--- config.mk ---
export PLATFORM = sky130hd
export DESIGN_NAME = ml_ladder_core
export DESIGN_NICKNAME = d
export VERILOG_FILES = /design/src/rtl/ml_pkg.sv /design/src/rtl/ml_gf_mul.sv /design/src/rtl/ml_field_alu.sv /design/src/rtl/ml_regfile.sv /design/src/rtl/ml_ladder_core.sv
export SDC_FILE = /design/constraint.sdc
export NUM_CORES = 1
export LEC_CHECK = 0
export BUFFER_PORTS_ARGS = -buffer_cell sky130_fd_sc_hd__buf_2
export CELL_PAD_IN_SITES_DETAIL_PLACEMENT = 1
export CELL_PAD_IN_SITES_GLOBAL_PLACEMENT = 2
export CORE_MARGIN = 2
export CORE_UTILIZATION = 43
export DETAILED_ROUTE_END_ITERATION = 16
export PLACE_DENSITY_LB_ADDON = 0.12
export SYNTH_ARGS = -nofsm -noshare
export SYNTH_HDL_FRONTEND = slang
export SYNTH_HIERARCHICAL = 1
export SYNTH_SLANG_ARGS = --single-unit
--- constraint.sdc ---
create_clock -name clk -period 8.2 [get_ports clk]
set_input_delay 1.64 -clock clk [delete_from_list [all_inputs] [get_ports clk]]
set_output_delay 1.64 -clock clk [all_outputs]
set_load 0.02 [all_outputs]
--- src/rtl/ml_pkg.sv ---
// Shared types and the fixed instruction program of the ladder sequencer.
// Assumes the register file layout below; slots 0..3 form two pairs that a
// zero scalar bit exchanges by flipping address bit 1.
package ml_pkg;

    typedef enum logic [1:0] {
        OP_MUL = 2'd0,   // a * b
        OP_ADD = 2'd1,   // a ^ b
        OP_SQA = 2'd2,   // a * a ^ b
        OP_ONE = 2'd3    // constant 1
    } op_e;

    typedef logic [2:0] slot_t;

    localparam int NSLOT = 8;
    localparam slot_t SL_X1 = 3'd0;
    localparam slot_t SL_Z1 = 3'd1;
    localparam slot_t SL_X2 = 3'd2;
    localparam slot_t SL_Z2 = 3'd3;
    localparam slot_t SL_T  = 3'd4;
    localparam slot_t SL_XP = 3'd5;
    localparam slot_t SL_B  = 3'd6;
    localparam slot_t SL_SP = 3'd7;

    localparam int INIT_LEN = 4;
    localparam int STEP_LEN = 14;

    typedef struct packed {
        op_e   op;
        slot_t dst;
        slot_t sa;
        slot_t sb;
    } instr_t;

    // Setup program: projective P in pair 1, 2P in pair 2.
    function automatic instr_t init_instr(input logic [1:0] s);
        instr_t r;
        unique case (s)
            2'd0: r = '{OP_ONE, SL_Z1, SL_Z1, SL_Z1};
            2'd1: r = '{OP_MUL, SL_X1, SL_XP, SL_Z1};
            2'd2: r = '{OP_MUL, SL_Z2, SL_XP, SL_XP};
            2'd3: r = '{OP_SQA, SL_X2, SL_Z2, SL_B};
        endcase
        return r;
    endfunction

    // Per-bit program written for a one bit: merge into pair 1, double pair 2.
    function automatic instr_t step_instr(input logic [3:0] s);
        instr_t r;
        case (s)
            4'd0:    r = '{OP_MUL, SL_Z1, SL_X2, SL_Z1};
            4'd1:    r = '{OP_MUL, SL_X1, SL_X1, SL_Z2};
            4'd2:    r = '{OP_ADD, SL_T,  SL_X1, SL_Z1};
            4'd3:    r = '{OP_MUL, SL_X1, SL_X1, SL_Z1};
            4'd4:    r = '{OP_MUL, SL_Z1, SL_T,  SL_T};
            4'd5:    r = '{OP_MUL, SL_T,  SL_XP, SL_Z1};
            4'd6:    r = '{OP_ADD, SL_X1, SL_X1, SL_T};
            4'd7:    r = '{OP_MUL, SL_Z2, SL_Z2, SL_Z2};
            4'd8:    r = '{OP_MUL, SL_T,  SL_Z2, SL_Z2};
            4'd9:    r = '{OP_MUL, SL_T,  SL_B,  SL_T};
            4'd10:   r = '{OP_MUL, SL_X2, SL_X2, SL_X2};
            4'd11:   r = '{OP_MUL, SL_Z2, SL_X2, SL_Z2};
            4'd12:   r = '{OP_MUL, SL_X2, SL_X2, SL_X2};
            4'd13:   r = '{OP_ADD, SL_X2, SL_X2, SL_T};
            default: r = '{OP_ADD, SL_SP, SL_SP, SL_SP};
        endcase
        return r;
    endfunction

    // Exchange the two coordinate pairs when swap is set.
    function automatic slot_t remap(input slot_t s, input logic swap);
        return (swap && !s[2]) ? {s[2], ~s[1], s[0]} : s;
    endfunction

endpackage

--- src/rtl/ml_gf_mul.sv ---
// Combinational GF(2^M) multiplier, most significant multiplier bit first,
// reducing after every shift. Assumes POLY holds x^M + POLY's low terms.
module ml_gf_mul #(
    parameter int          M    = 13,
    parameter logic [M-1:0] POLY = 13'h001B
) (
    input  logic [M-1:0] a,
    input  logic [M-1:0] b,
    output logic [M-1:0] p
);
    logic [M-1:0] acc;

    // Horner evaluation of a*b with interleaved reduction.
    always_comb begin
        acc = '0;
        for (int i = M - 1; i >= 0; i--) begin
            acc = {acc[M-2:0], 1'b0} ^ (acc[M-1] ? POLY : '0);
            if (b[i]) acc = acc ^ a;
        end
        p = acc;
    end
endmodule

--- src/rtl/ml_field_alu.sv ---
// Single-cycle field unit: product, sum, square-plus-addend or constant one.
// Assumes operands are already reduced.
module ml_field_alu
    import ml_pkg::*;
#(
    parameter int          M    = 13,
    parameter logic [M-1:0] POLY = 13'h001B
) (
    input  op_e          op,
    input  logic [M-1:0] a,
    input  logic [M-1:0] b,
    output logic [M-1:0] y
);
    logic [M-1:0] mul_b;
    logic [M-1:0] prod;

    // Squaring feeds the same operand to both multiplier inputs.
    assign mul_b = (op == OP_SQA) ? a : b;

    ml_gf_mul #(.M(M), .POLY(POLY)) u_mul (.a(a), .b(mul_b), .p(prod));

    // Select the instruction's result.
    always_comb begin
        unique case (op)
            OP_MUL: y = prod;
            OP_ADD: y = a ^ b;
            OP_SQA: y = prod ^ b;
            OP_ONE: y = M'(1);
        endcase
    end
endmodule

--- src/rtl/ml_regfile.sv ---
// Eight-word register file: two combinational read ports, one write port,
// plus a load path that fills the base-coordinate and constant slots.
// Assumes load and write are never requested in the same cycle.
module ml_regfile
    import ml_pkg::*;
#(
    parameter int M = 13
) (
    input  logic         clk,
    input  logic         rst_n,
    input  logic         ld,
    input  logic [M-1:0] ld_xp,
    input  logic [M-1:0] ld_b,
    input  logic         we,
    input  slot_t        wa,
    input  logic [M-1:0] wd,
    input  slot_t        ra,
    input  slot_t        rb,
    output logic [M-1:0] qa,
    output logic [M-1:0] qb,
    output logic [M-1:0] q_x1,
    output logic [M-1:0] q_z1,
    output logic [M-1:0] q_x2,
    output logic [M-1:0] q_z2
);
    logic [M-1:0] mem [NSLOT];

    // Storage update: clear on reset, load inputs, or write a result.
    always_ff @(posedge clk) begin
        if (!rst_n) begin
            for (int i = 0; i < NSLOT; i++) mem[i] <= '0;
        end else if (ld) begin
            mem[SL_XP] <= ld_xp;
            mem[SL_B]  <= ld_b;
        end else if (we) begin
            mem[wa] <= wd;
        end
    end

    assign qa   = mem[ra];
    assign qb   = mem[rb];
    assign q_x1 = mem[SL_X1];
    assign q_z1 = mem[SL_Z1];
    assign q_x2 = mem[SL_X2];
    assign q_z2 = mem[SL_Z2];
endmodule

--- src/rtl/ml_ladder_core.sv ---
// Ladder sequencer top: captures operands on start, runs 4 setup
// instructions then 14 per scalar bit from M-2 down to 0, one per cycle,
// and holds the projective result with done. Assumes M >= 3.
module ml_ladder_core
    import ml_pkg::*;
#(
    parameter int          M    = 13,
    parameter logic [M-1:0] POLY = 13'h001B
) (
    input  logic         clk,
    input  logic         rst_n,
    input  logic         start,
    input  logic [M-1:0] xp,
    input  logic [M-1:0] b,
    input  logic [M-2:0] key_lo,
    output logic         busy,
    output logic         done,
    output logic [M-1:0] x1,
    output logic [M-1:0] z1,
    output logic [M-1:0] x2,
    output logic [M-1:0] z2
);
    localparam int IW = (M - 1 > 1) ? $clog2(M - 1) : 1;
    localparam logic [IW-1:0] TOP_IDX = IW'(M - 2);
    localparam logic [3:0] LAST_INIT = 4'(INIT_LEN - 1);
    localparam logic [3:0] LAST_STEP = 4'(STEP_LEN - 1);

    typedef enum logic [1:0] {ST_IDLE, ST_INIT, ST_LOOP, ST_DONE} state_e;

    state_e        state_q;
    logic [3:0]    step_q;
    logic [IW-1:0] idx_q;
    logic [M-2:0]  key_q;

    logic          accept;
    logic          swap;
    instr_t        cur;
    slot_t         wa, ra, rb;
    logic [M-1:0]  qa, qb, res;

    assign accept = start && (state_q == ST_IDLE || state_q == ST_DONE);
    assign busy   = (state_q == ST_INIT) || (state_q == ST_LOOP);
    assign done   = (state_q == ST_DONE);

    // Decode the current instruction and steer it to the active pair roles.
    always_comb begin
        cur  = (state_q == ST_INIT) ? init_instr(step_q[1:0]) : step_instr(step_q);
        swap = (state_q == ST_LOOP) && !key_q[idx_q];
        wa   = remap(cur.dst, swap);
        ra   = remap(cur.sa, swap);
        rb   = remap(cur.sb, swap);
    end

    // Sequencer: phase, instruction counter and scalar bit index.
    always_ff @(posedge clk) begin
        if (!rst_n) begin
            state_q <= ST_IDLE;
            step_q  <= '0;
            idx_q   <= '0;
            key_q   <= '0;
        end else begin
            unique case (state_q)
                ST_IDLE, ST_DONE: begin
                    if (accept) begin
                        state_q <= ST_INIT;
                        step_q  <= '0;
                        key_q   <= key_lo;
                    end
                end
                ST_INIT: begin
                    if (step_q == LAST_INIT) begin
                        state_q <= ST_LOOP;
                        step_q  <= '0;
                        idx_q   <= TOP_IDX;
                    end else begin
                        step_q <= step_q + 4'd1;
                    end
                end
                ST_LOOP: begin
                    if (step_q == LAST_STEP) begin
                        step_q <= '0;
                        if (idx_q == '0) state_q <= ST_DONE;
                        else             idx_q   <= idx_q - 1'b1;
                    end else begin
                        step_q <= step_q + 4'd1;
                    end
                end
            endcase
        end
    end

    ml_regfile #(.M(M)) u_rf (
        .clk   (clk),
        .rst_n (rst_n),
        .ld    (accept),
        .ld_xp (xp),
        .ld_b  (b),
        .we    (busy),
        .wa    (wa),
        .wd    (res),
        .ra    (ra),
        .rb    (rb),
        .qa    (qa),
        .qb    (qb),
        .q_x1  (x1),
        .q_z1  (z1),
        .q_x2  (x2),
        .q_z2  (z2)
    );

    ml_field_alu #(.M(M), .POLY(POLY)) u_alu (
        .op (cur.op),
        .a  (qa),
        .b  (qb),
        .y  (res)
    );
endmodule

Yosys cells after proc, flatten, opt, wreduce, memory -nomap -nowiden
Memory sizes are Yosys's and may differ from the RTL's. A register that Yosys moved wholly into a read port is not among the register bits.
Cells that the tools add are included.
{ "classes": {"n_reduce_logical": 21, "add_sub_neg": 2, "n_bitwise": 31, "order_cmp": 1, "n_eq_ne": 16, "n_mux": 62} }
{ "ops": {"columns": ["op", "count"], "rows": [
  ["$mux W13", 17],
  ["$xor A13 B13 Y13", 14],
  ["$xor A13 B5 Y13", 12],
  ["$mux W5", 12],
  ["$pmux W13 S4", 1],
  ["$pmux W11 S4", 1],
  ["$mux W4", 8],
  ["$mux W2", 7],
  ["$reduce_or A13 Y1", 1],
  ["$eq A2 B2 Y1 const B", 6],
  ["$pmux W4 S3", 1],
  ["$mux W11", 1],
  ["$mux W1", 10],
  ["$pmux W4 S2", 1],
  ["$reduce_and A4 Y1", 2],
  ["$eq A2 B1 Y1 const B", 3],
  ["$logic_not A2 Y1", 3],
  ["$ne A2 B1 Y1 const B", 3],
  ["$pmux W2 S3", 1],
  ["$logic_and A1 B1 Y1", 5],
  ["$lt A4 B5 Y1 const B", 1],
  ["$add A4 B1 Y4 const B", 1],
  ["$bmux W1 S4", 1],
  ["$eq A4 B2 Y1 const B", 1],
  ["other kinds (12)", 20]
]} }
{ "word_totals": {"regBits": 22, "memories": 2, "rom_bits": 160, "word_cells": 139, "out_inout_bits": 54, "mem_bits_rw": 104} }
{ "memory_table": {"columns": ["name", "words", "width", "rd", "rd_clocked_by_memory_dff", "wr", "line", "source"], "rows": [
  ["(no name shown)", 16, 10, 1, 1, 0, "ml_pkg.sv:50", "case (s)"],
  ["u_rf.mem", 8, 13, 6, 0, 8, "ml_regfile.sv:26", "logic [M-1:0] mem [NSLOT];"]
]} }

Depth between registers and ports, before layout
An unclocked memory read counts as a cell.
{ "depth": {"word_depth": 60, "ltp_mapped": 24, "depth_no_buf": 21} }

Cells and area by module
Netlist, hierarchy kept.
{ "modules_own_cells": {"columns": ["mod", "instances", "cells_each", "area_per_inst_um2", "seq_area_each_um2"], "rows": [
  ["ml_regfile", 1, 384, 5831.8, 3123.0],
  ["ml_gf_mul", 1, 396, 2662.6, 0.0],
  ["ml_ladder_core", 1, 228, 1956.9, 640.6],
  ["ml_field_alu", 1, 94, 793.3, 0.0]
]} }

Worst setup path before layout
No wires, ideal clock.
{ "synth_timing": {"path_type": "register to register", "startpoint": "register idx_q[1]", "endpoint": "memory u_rf.mem[6][3] (data pin)", "path_stages_with_launch": 21, "required_time_ns": 8.031, "setup_slack_ns": 3.244, "setup_time_ns": 0.169, "arrival_ns": 4.787, "cell_sequence": "dfxtp_1 -> mux4_2 -> nand2_1 -> a21oi_1 -> nor3_1 -> xor2_1 -> buf_1 -> mux2_2 -> mux2_2 -> buf_6 -> nand2_1 -> xnor2_1 -> xnor2_1 -> xnor3_1 -> xor2_2 -> xnor3_1 -> nor2_1 -> mux2i_1 -> o221ai_2 -> inv_1 -> o31ai_1"} }
{ "synth_rtl": {"columns": ["element", "line", "source"], "rows": [
  ["from (decl)", "ml_ladder_core.sv:32", "logic [IW-1:0] idx_q;"],
  ["from (signal assigned)", "ml_ladder_core.sv:83", "else idx_q <= idx_q - 1'b1;"],
  ["to (decl)", "ml_regfile.sv:26", null]
]} }

==> impl_metrics.tcl <==
set metrics [dict create \
    status "completed" \
    syn_area_um2 11200 \
    postSynthAreaPerCell_um2 10.2 \
    yosysTopAreaCellShare_pct 27.8 \
    cp.arrival_ns 6.73 \
    setup_viol 0 \
    ys_seq_area_share_pct 33.5 \
    cts_resized 0 \
    cts_tree "yes" \
    crit_top_cell "xnor2_1" \
    required_ns 8.35 \
    slew_viol_final 0 \
    hold_depth 2 \
    io_pins 95 \
    min_to "key_q[8]" \
    antenna_found_initial 0 \
    rr_startpoint "state_q[1]" \
    pre_cts_ws_ns 1.76 \
    drc_errors 0 \
    layout-drive-gt1-share_pct 21.2 \
    post-dp-hpwl_um 23900 \
    hold_viol 0 \
    reg2reg_slack_ns 1.62 \
    synth-edff-count 104 \
    critPathSlowestCell "ha_1" \
    grt_util_met3_pct 4.59 \
    syn2layout_area_growth_pct 9.91 \
    worst_setup_path_start_kind "flop" \
    grt_usage_pct 25.9 \
    cp_top_family "XOR/XNOR gates" \
    cts_sinks 136 \
    num_vias 8689 \
    nets 1201 \
    core_area_um2 25800 \
    vias_per_cell 5.84 \
    fin_crit_sh_pct 80.2 \
    first_global_vias 8921 \
    rsz0062_at_grt "no" \
    min-delay-start "key_q[8]" \
    port_buffers 94 \
    crit_type "reg2reg" \
    syn-num-nets 1163 \
    skew_ns 0.0240 \
    yosys.area.top_type "edfxtp_1" \
    postRouteAntennaNets 0 \
    die_y_um 166 \
    fin_tns_setup_ns 0 \
    fin_ws_ns 1.62 \
    met1_usage_pct 37.7 \
    ys.flop_type "edfxtp_1" \
    r2r_cells 22 \
    postCtsSetupBuffers 0 \
    async_flop_share_pct 0 \
    busiest_layer "met2" \
    start_util_pct 43.5 \
    dieWidth_um 166 \
    min_path_type "reg2reg" \
    tightest_slew_ns 1.07 \
    clk_pin_slew_ns 0.06 \
    critPathMaxStageDelay_ns 0.62 \
    ys_types 69 \
    first_iter_violations 574 \
    synth_seq_cells 136 \
    grt_max_degree 57 \
    clock.fmax_mhz 152 \
    place_congestion 0.860 \
    r2r_end "u_rf/mem[5][4]" \
    endpoint_kind "flop" \
    num_rows 59 \
    grt_use_met2_pct 40.3 \
    htreeDepth 4 \
    die_area_um2 27500 \
    cp_cell_sequence "inv_1, ha_1, nand2_1, o21ai_2, buf_4, nor3_1, xor2_1, buf_4, mux2_2, mux2_2, nand2_1, xnor2_1, xnor2_1, xnor3_1, xor2_1, xnor2_1, xnor2_1, nor2_1, mux2i_1, o221ai_2, inv_1, o31ai_1" \
    routed_wl_um 35600 \
    diodes 0 \
    period_needed_ns 6.58 \
    synth_cells 1102 \
    yosysWarnings 6 \
    holdBufCountCts 0 \
    synthTopCellsByCount "nand2_1, xnor2_1, edfxtp_1, nor3_1, xor2_1" \
    cp_max_fo 27 \
    worst-path-buf-inv 4 \
    slew_headroom_pct 28.3 \
    post-synth-top-count-cell "nand2_1" \
    grt_pass1_wl_um 55200 \
    cts_root_buf "clkbuf_16" \
    firstDrtPassIters 5 \
    wl_per_cell_um 23.9 \
    synth_area_leaders "edfxtp_1, mux4_1, xnor2_1" \
    overflow 0 \
    insertion_delay_ns 0.44 \
    max-cap-violations 0 \
    clk_path_buf_depth 2 \
    cts_made_buffers 17 \
]
## final cells by class
cell class | instances | area [um2]
Sequential cell | 136 | 3760
Fill cell | 2905 | 13500
Clock inverter | 12 | 104
Clock buffer | 20 | 479
Timing Repair Buffer | 111 | 598
Multi-Input combinational cell | 834 | 6840
Inverter | 40 | 151
Tap cell | 335 | 419
## cell usage in the layout (no fill, tap or decap), types with 7 or more instances in the layout
master	netlist	routed
buf_2	25	94
o21ai_2	1	8
xor2_1	50	50
edfxtp_1	104	104
a21oi_1	19	19
nand2b_1	7	7
dfxtp_1	32	32
o221ai_2	10	10
o31ai_1	29	29
nand3_1	29	29
nor3_1	87	87
mux4_2	9	9
buf_4	12	17
nor2_1	20	20
o21ai_0	19	9
mux2i_1	24	23
nand2_1	213	213
inv_1	39	39
clkbuf_16	0	19
ha_1	20	20
mux2_2	42	42
xnor2_1	128	128
mux4_1	46	46
xnor2_2	8	8
nor2b_1	8	8
## sequential cells by signal, indices dropped and copies added (netlist names), named ones only
signal / cells
step_q: 4
u_rf/mem: 104
state_q: 2
idx_q: 4
key_q: 12
## through the flow
step | instance area (um2) | util, % | hold slack [ns] | instances
floorplan | 11200 | - | 0.431 | 1102
global placement | 11800 | 45.6 | 0.442 | 1456
detailed placement | 11800 | 45.6 | 0.448 | 1456
CTS | 12400 | 47.8 | 0.457 | 1488
global route | 12400 | 47.8 | 0.475 | 1488
finish | 12400 | 47.8 | 0.454 | 1488
## cells by family after synthesis
family / Yosys count / share of synthesized area (%)
multiplexers: 121 / 18.9
buffers and inverters: 132 / 6.05
AND/OR/NAND/NOR: 398 / 16.3
AO/OA/AOI/OAI: 104 / 7.03
flip-flops: 136 / 33.5
XOR/XNOR: 191 / 16.0
adder cells (fa/ha/maj): 20 / 2.23
## worst min-delay path, cell delays in order (launching register included)
cell     delay, ns
dfxtp_1       0.31
nand2_1       0.05
a21oi_1       0.05
## per-layer routing
metal | share of wire, % | vias up
met1 | 48 | 4400
met3 | 5.0 | 25
met5 | 0 | -
met4 | 1.5 | 0
li1 | - | 4004
met2 | 46 | 260
## how the worst max path moves through the flow
| stage | from | endpoint | slack (ns) | cells past startpoint |
|---|---|---|---|---|
| final | state_q[1] | u_rf/mem[5][4] | 1.62 | 22 |
| after CTS | state_q[1] | u_rf/mem[5][4] | 1.64 | 22 |
| after detailed placement | state_q[0] | u_rf/mem[6][0] | 1.76 | 17 |
| after global routing | state_q[1] | u_rf/mem[5][4] | 1.15 | 22 |
| after global placement | state_q[0] | u_rf/mem[6][4] | 1.90 | 21 |
| after floorplan | idx_q[1] | u_rf/mem[6][3] | 3.24 | 20 |
Power is not shown: default switching activity piles up to over one toggle a cycle in this logic, so the estimate is an artifact.
